===== config.mk =====
export PLATFORM = sky130hd
export DESIGN_NAME = rst_alias_ctrl
export DESIGN_NICKNAME = d
export VERILOG_FILES = /design/src/rtl/rst_alias_pkg.sv /design/src/rtl/rst_alias_decode.sv /design/src/rtl/rst_ctl_bit.sv /design/src/rtl/rst_alias_ctrl.sv
export SDC_FILE = /design/constraint.sdc
export NUM_CORES = 1
export LEC_CHECK = 0
export CAP_MARGIN = 15
export CORE_MARGIN = 2
export CORE_UTILIZATION = 48
export DETAILED_ROUTE_END_ITERATION = 10
export DONT_BUFFER_PORTS = 1
export GPL_ROUTABILITY_DRIVEN = 1
export GPL_TIMING_DRIVEN = 1
export PLACE_DENSITY_LB_ADDON = 0.15
export SLEW_MARGIN = 15
export SYNTH_ARGS = -nofsm -noshare
export SYNTH_HDL_FRONTEND = slang
export SYNTH_SLANG_ARGS = --single-unit
export TNS_END_PERCENT = 5

===== constraint.sdc =====
create_clock -name clk -period 3 [get_ports clk]
set_clock_uncertainty 0.15 [all_clocks]
set_input_delay 0.3 -clock clk [delete_from_list [all_inputs] [get_ports clk]]
set_output_delay 0.3 -clock clk [all_outputs]
set_load 0.03 [all_outputs]

===== src/rtl/rst_alias_pkg.sv =====
package rst_alias_pkg;
  localparam int DATA_W   = 32;
  localparam int NUM_CTL  = 26;
  localparam int ALIAS_W  = 2;

  localparam int IDX_NET_TOP = 0;
  localparam int IDX_MAC0    = 1;
  localparam int IDX_GPCS0   = 5;
  localparam int IDX_HPCS0   = 9;
  localparam int IDX_TXL0    = 17;
  localparam int IDX_RXL0    = 21;
  localparam int IDX_GLUE    = 25;

  typedef enum logic [ALIAS_W-1:0] {
    ALIAS_LOAD    = 2'd0,
    ALIAS_RELEASE = 2'd1,
    ALIAS_HOLD    = 2'd2,
    ALIAS_NONE    = 2'd3
  } alias_e;

  typedef struct packed {
    logic load;
    logic release_;
    logic hold;
    logic rd;
  } strobe_t;
endpackage


===== src/rtl/rst_alias_decode.sv =====
module rst_alias_decode
  import rst_alias_pkg::*;
(
  input  logic               clk,
  input  logic               rst,
  input  logic               sel,
  input  logic               wr,
  input  logic [ALIAS_W-1:0] waddr,
  output strobe_t            strb
);
  alias_e alias_q;
  assign alias_q = alias_e'(waddr);

  always_comb begin
    strb          = '0;
    strb.rd       = sel && !wr;
    if (sel && wr) begin
      unique case (alias_q)
        ALIAS_LOAD:    strb.load     = 1'b1;
        ALIAS_RELEASE: strb.release_ = 1'b1;
        ALIAS_HOLD:    strb.hold     = 1'b1;
        default:       ;
      endcase
    end
  end

  AST_ONE_WRITE_MODE: assert property (@(posedge clk) disable iff (rst)
    $onehot0({strb.load, strb.release_, strb.hold}));
endmodule


===== src/rtl/rst_ctl_bit.sv =====
module rst_ctl_bit (
  input  logic clk,
  input  logic rst,
  input  logic load,
  input  logic release_,
  input  logic hold,
  input  logic d,
  output logic q,
  output logic rst_n_o
);
  logic q_nxt;

  always_comb begin
    q_nxt = q;
    if (load)                q_nxt = d;
    else if (release_ && d)  q_nxt = 1'b1;
    else if (hold && d)      q_nxt = 1'b0;
  end

  always_ff @(posedge clk) begin
    if (rst) begin
      q       <= 1'b0;
      rst_n_o <= 1'b0;
    end else begin
      q       <= q_nxt;
      rst_n_o <= q;
    end
  end

  AST_LOAD_COPIES: assert property (@(posedge clk) disable iff (rst)
    load |=> (q == $past(d)));
  AST_RELEASE_SETS: assert property (@(posedge clk) disable iff (rst)
    (release_ && d) |=> q);
  AST_HOLD_CLEARS: assert property (@(posedge clk) disable iff (rst)
    (hold && d) |=> !q);
  AST_ZERO_KEEPS: assert property (@(posedge clk) disable iff (rst)
    ((release_ || hold) && !d) |=> $stable(q));
endmodule


===== src/rtl/rst_alias_ctrl.sv =====
module rst_alias_ctrl
  import rst_alias_pkg::*;
#(
  parameter int N_CTL  = NUM_CTL,
  parameter int WORD_W = DATA_W
) (
  input  logic               clk,
  input  logic               mgmt_rst,
  input  logic               bus_sel,
  input  logic               bus_wr,
  input  logic [ALIAS_W-1:0] bus_waddr,
  input  logic [WORD_W-1:0]  bus_wdata,
  output logic [WORD_W-1:0]  bus_rdata,
  output logic [N_CTL-1:0]   blk_rst_n
);
  localparam int RSV_W = WORD_W - N_CTL;

  strobe_t          strb;
  logic [N_CTL-1:0] state;
  logic             unused_rsv_wdata;

  assign unused_rsv_wdata = ^bus_wdata[WORD_W-1:N_CTL];

  rst_alias_decode u_dec (
    .clk   (clk),
    .rst   (mgmt_rst),
    .sel   (bus_sel),
    .wr    (bus_wr),
    .waddr (bus_waddr),
    .strb  (strb)
  );

  for (genvar i = 0; i < N_CTL; i++) begin : g_bit
    rst_ctl_bit u_bit (
      .clk      (clk),
      .rst      (mgmt_rst),
      .load     (strb.load),
      .release_ (strb.release_),
      .hold     (strb.hold),
      .d        (bus_wdata[i]),
      .q        (state[i]),
      .rst_n_o  (blk_rst_n[i])
    );
  end

  always_ff @(posedge clk) begin
    if (mgmt_rst)     bus_rdata <= '0;
    else if (strb.rd) bus_rdata <= {{RSV_W{1'b0}}, state};
  end

  AST_IGNORED_ALIAS: assert property (@(posedge clk) disable iff (mgmt_rst)
    (bus_sel && bus_wr && bus_waddr == ALIAS_NONE) |=> $stable(state));
  AST_RESET_CLEARS: assert property (@(posedge clk)
    mgmt_rst |=> (blk_rst_n == '0 && state == '0));
endmodule


Word level (Yosys, flattened, before mapping)
Index checks and enable logic that the tools add are counted.
{"block": "op_classes", "n_eq_ne": 2, "mux": 82, "reduce_logical": 82}
{"op": "$mux 1", "count": 81}
{"op": "$reduce_bool 3->1", "count": 26}
{"op": "$logic_and 1x1->1", "count": 54}
{"op": "$mux 3", "count": 1}
{"op": "$eq 2x1->1 const B", "count": 1}
{"op": "$eq 2x2->1 const B", "count": 1}
{"op": "$logic_not 2->1", "count": 1}
{"op": "$logic_not 1->1", "count": 1}
{"block": "totals", "reg_bits": 78, "inputBits": 38, "output_inout_bits": 58, "word_cells": 219}

Depth between registers and ports, before layout
{"block": "logic_depth", "depth_word": 7, "mapped_depth": 5, "depth_no_buf": 3}

Cells and area by module
From an unflattened synthesis, not the netlist that was laid out.
{"block": "hier_totals", "hier_cells": 277, "hier_area_um2": 2791.4}
{"module": "rst_ctl_bit", "instances": 26, "cells_each": 7, "area_per_inst_um2": 67.6, "seq_area_each_um2": 40.0}
{"module": "rst_alias_ctrl", "instances": 1, "cells_each": 91, "area_per_inst_um2": 992.2, "seq_area_each_um2": 520.5}
{"module": "rst_alias_decode", "instances": 1, "cells_each": 4, "area_per_inst_um2": 42.5, "seq_area_each_um2": 0.0}

Worst setup path before layout
Ideal clock, no wire load.
{"block": "synth_path", "path_type": "input to register", "start": "in bus_waddr[0]", "end": "reg g_bit[21].u_bit.q", "setup_ns": 0.127, "arrival_ns": 1.026, "required_ns": 2.723, "setup_slack_ns": 1.697, "path_stages": 4, "path_buffers": 1, "path_cell_list": "nand4b_1 > buf_2 > o211ai_1 > o41ai_1"}
{"block": "synth_via", "elab_chain_cells": 6, "word_cells_on_any_way": 12, "classes_between": "eq/ne (2); mux (6); reduce/logical (4)"}
{"item": "from (decl)", "line_no": "rst_alias_ctrl.sv:11", "text": "input logic [ALIAS_W-1:0] bus_waddr,"}
{"item": "$eq 2x1->1", "line_no": "rst_alias_decode.sv:18", "text": "unique case (alias_q)"}
{"item": "$mux 1", "line_no": "rst_alias_decode.sv:18"}
{"item": "$mux 3 *", "line_no": "rst_alias_decode.sv:17", "text": "if (sel && wr) begin"}
{"item": "$logic_and 1x1->1", "line_no": "rst_ctl_bit.sv:16", "text": "else if (release_ && d) q_nxt = 1'b1;"}
{"item": "$mux 1", "line_no": "rst_ctl_bit.sv:16"}
{"item": "$mux 1", "line_no": "rst_ctl_bit.sv:15", "text": "if (load) q_nxt = d;"}
{"item": "to (signal assigned)", "line_no": "rst_ctl_bit.sv:25", "text": "q <= q_nxt;"}
{"item": "to (decl)", "line_no": "rst_ctl_bit.sv:8", "text": "output logic q,"}
Every way passes the cells marked *; elsewhere a longest branch is shown, timed or not.
A chain may end at the register's enable or synchronous reset.

Worst setup path in the final report
{"block": "layout_path", "start": "in bus_waddr[1]", "end": "reg g_bit[7].u_bit.q"}
{"block": "layout_via", "elab_chain_cells": 6, "word_cells_on_any_way": 12, "classes_between": "eq/ne (2); mux (6); reduce/logical (4)"}
{"item": "$eq 2x1->1", "line_no": "rst_alias_decode.sv:18"}
{"item": "$mux 1", "line_no": "rst_alias_decode.sv:18"}
{"item": "$mux 3 *", "line_no": "rst_alias_decode.sv:17"}
{"item": "$logic_and 1x1->1", "line_no": "rst_ctl_bit.sv:16"}
{"item": "$mux 1", "line_no": "rst_ctl_bit.sv:16"}
{"item": "$mux 1", "line_no": "rst_ctl_bit.sv:15"}
{"item": "to (signal assigned)", "line_no": "rst_ctl_bit.sv:25"}
{"item": "to (decl)", "line_no": "rst_ctl_bit.sv:8"}
Marked as above.

==> impl_metrics.py <==
metrics = {
    "run_status": {
        "status": "completed",
    },
    "logic_synthesis": {
        "synth_seq_cells": 78,
        "ys_warn_count": 0,
        "syn-cell-area_sq_um": 3070,
        "synth_cell_types": 19,
        "syn_inst": 320,
        "ys.flop_type": "dfxtp_1",
        "async_flop_share_pct": 0,
        "seq_area_frac_synth_pct": 50.8,
        "syn_area_per_cell_sq_um": 9.61,
        "synth_edf_count": 0,
    },
    "grt": {
        "grt_pass1_wl_mm": 10.2,
        "grt_usage_pct": 18.4,
        "grt_max_degree": 74,
        "antenna_found_initial": 0,
        "grt_pass1_vias": 2037,
        "overflow": 0,
    },
    "worst_setup_path": {
        "critPathMaxFanout": 16,
        "start_kind": "primary input",
        "cp.arrival_ns": 1.62,
        "crit_type": "in2reg",
        "r2r-start": "g_bit[21].u_bit.q",
        "reg2regPathDepth": 3,
        "worstReg2RegEnd": "g_bit[21].u_bit.q",
        "worstPathRequired_ns": 3.07,
        "r2r_slack_ns": 1.98,
        "critPathCaptureType": "register",
    },
    "power_and_ir_drop": {
        "ir_drop_uv": 313,
        "p_leak_nw": 1.16,
        "pwr_density_cell_nw_per_um2": 582,
        "p_total_mw": 1.96,
    },
    "place": {
        "place_inst": 355,
        "dp_hpwl_mm": 3.59,
        "place.gp.congestion": 0.671,
        "io_buffers": 0,
    },
    "clocking": {
        "clk-insertion-delay-late_ns": 0.33,
        "cts_root_buf": "clkbuf_8",
        "cts.sink_count": 78,
        "cts-resized-gates": 0,
        "cts_tree": "built",
        "cts_buffers": 9,
        "cts_setup_buffers": 0,
        "clk_pin_slew_ns": 0.08,
        "htree_levels": 3,
        "clock_path_buffers": 2,
    },
    "worst_hold_path": {
        "min_from": "mgmt_rst",
        "hold_class": "in2reg",
        "whs_endpoint": "g_bit[21].u_bit.rst_n_o",
        "whs_path_depth": 1,
    },
    "timing": {
        "fin_crit_ns": 1.55,
        "slew_violations": 0,
        "holdWs_ns": 0.0331,
        "totalNegativeSetupSlack_ns": 0,
        "setup_viol": 0,
        "finalCritPeriodShare_pct": 51.7,
        "relSlewSlack_pct": 54.8,
        "hold_viol_final": 0,
        "max_freq_mhz": 645,
        "tightest_slew_ns": 0.678,
        "rsz0062_at_grt": "false",
    },
    "floorplan": {
        "core_sq_um": 6280,
        "rows": 29,
        "dieArea_sq_um": 7060,
        "io_pins": 96,
        "die_h_um": 84.0,
        "die_x_um": 84.0,
        "start_util_pct": 49.0,
    },
    "drt": {
        "drc_errors": 0,
        "postRouteAntennaNets": 0,
        "wl_per_cell_um": 15.8,
        "vias": 2062,
        "first_iter_violations": 100,
        "vias_per_cell": 5.18,
        "first_pass_iters": 6,
        "drt_wl_total_mm": 6.29,
    },
    "layout": {
        "layout_common_cells": "dfxtp_1 (78), nand2_1 (53)",
        "syn2layout_area_growth_pct": 9.32,
        "seq_area_sq_um": 1560,
        "fill_cells": 606,
        "antenna_cells": 0,
        "finalNonFillerCells": 398,
        "multiInputGateArea_sq_um": 1090,
        "drive_gt1_share_pct": 13.1,
        "final_common_cell": "dfxtp_1",
        "fin_nets": 354,
    },
    "flow_run": {
        "cap_violations": 0,
    },
}
synth_stat cells (all sizes together) (2+ instances only):
| cell type | count | area, sq um |
|---|---|---|
| nor2b | 22 | 138 |
| o41ai | 26 | 228 |
| clkbuf | 2 | 7.51 |
| dfxtp | 78 | 1560 |
| buf | 51 | 349 |
| nand2 | 53 | 199 |
| o211ai | 26 | 285 |
| and2b | 5 | 37.5 |
| a21oi | 26 | 130 |
| inv | 26 | 97.6 |
cell families (layout without fill, tap and decap cells):
logic type	count (synthesis)	count (layout)	synth area share, %
AOI/OAI and AO/OA	78	78	20.9
buffers and inverters	79	75	14.8
DFF	78	78	50.8
other	1	6	0.122
and+or+nand+nor	84	84	13.4
worst max path at each step:
| stage | startpoint | end | slack [ns] | cells past startpoint |
|---|---|---|---|---|
| final | bus_waddr[1] | g_bit[7].u_bit.q | 1.45 | 4 |
| after global routing | bus_waddr[1] | g_bit[19].u_bit.q | 1.37 | 4 |
| after CTS | bus_waddr[1] | g_bit[19].u_bit.q | 1.47 | 4 |
| after detailed placement | bus_waddr[1] | g_bit[19].u_bit.q | 1.12 | 4 |
| after global placement | bus_waddr[1] | g_bit[22].u_bit.q | 1.13 | 4 |
| after floorplan | bus_waddr[0] | g_bit[21].u_bit.q | 1.70 | 4 |
layout make-up:
class,count,area share [%]
repair buffers,33,9.90
multi-input cells,168,32.3
clock buffers,13,5.03
well taps,77,2.87
clock inverters,3,0.521
inverters,26,2.90
flip-flops and latches,78,46.5
sequential cells by signal (all words and copies together), names as in the netlist:
signal               cells
bus_rdata               26
g_bit.u_bit.q           26
g_bit.u_bit.rst_n_o     26
power by group:
| part | total (mW) | switching (mW) | internal, mW |
|---|---|---|---|
| Combinational | 0.134 | 0.0778 | 0.0560 |
| Clock | 0.722 | 0.355 | 0.366 |
| Sequential | 1.10 | 0.0392 | 1.06 |
repair_timing:
item                                    4_1_cts  5_1_grt
hold buffers                                 27        0
hold endpoints to repair                     73        0
endpoints found under the setup margin        0        0
per-stage QoR:
stage                     setup WS [ns]  util (%)  instance area, sq um
final                              1.45      53.5                  3360
after floorplan                    1.70         -                  3090
after CTS                          1.47      53.5                  3360
after detailed placement           1.12      46.0                  2890
after global routing               1.37      53.5                  3360
after global placement             1.13      46.0                  2890
routing by layer:
| layer | up-vias | GRT usage [%] | part of all wire, % |
|---|---|---|---|
| met5 | - | 0 | 0 |
| met4 | 0 | 8.21 | 0.92 |
| met3 | 5 | 5.44 | 5.3 |
| met2 | 54 | 28.1 | 46 |
| met1 | 958 | 24.1 | 47 |
| li1 | 1045 | - | - |
worst max-delay path, cell delays in order:
cell      delay, ns
and4bb_1       0.70
buf_4          0.40
o211ai_1       0.14
o41ai_1        0.07
(Power assumes the default switching activity.)
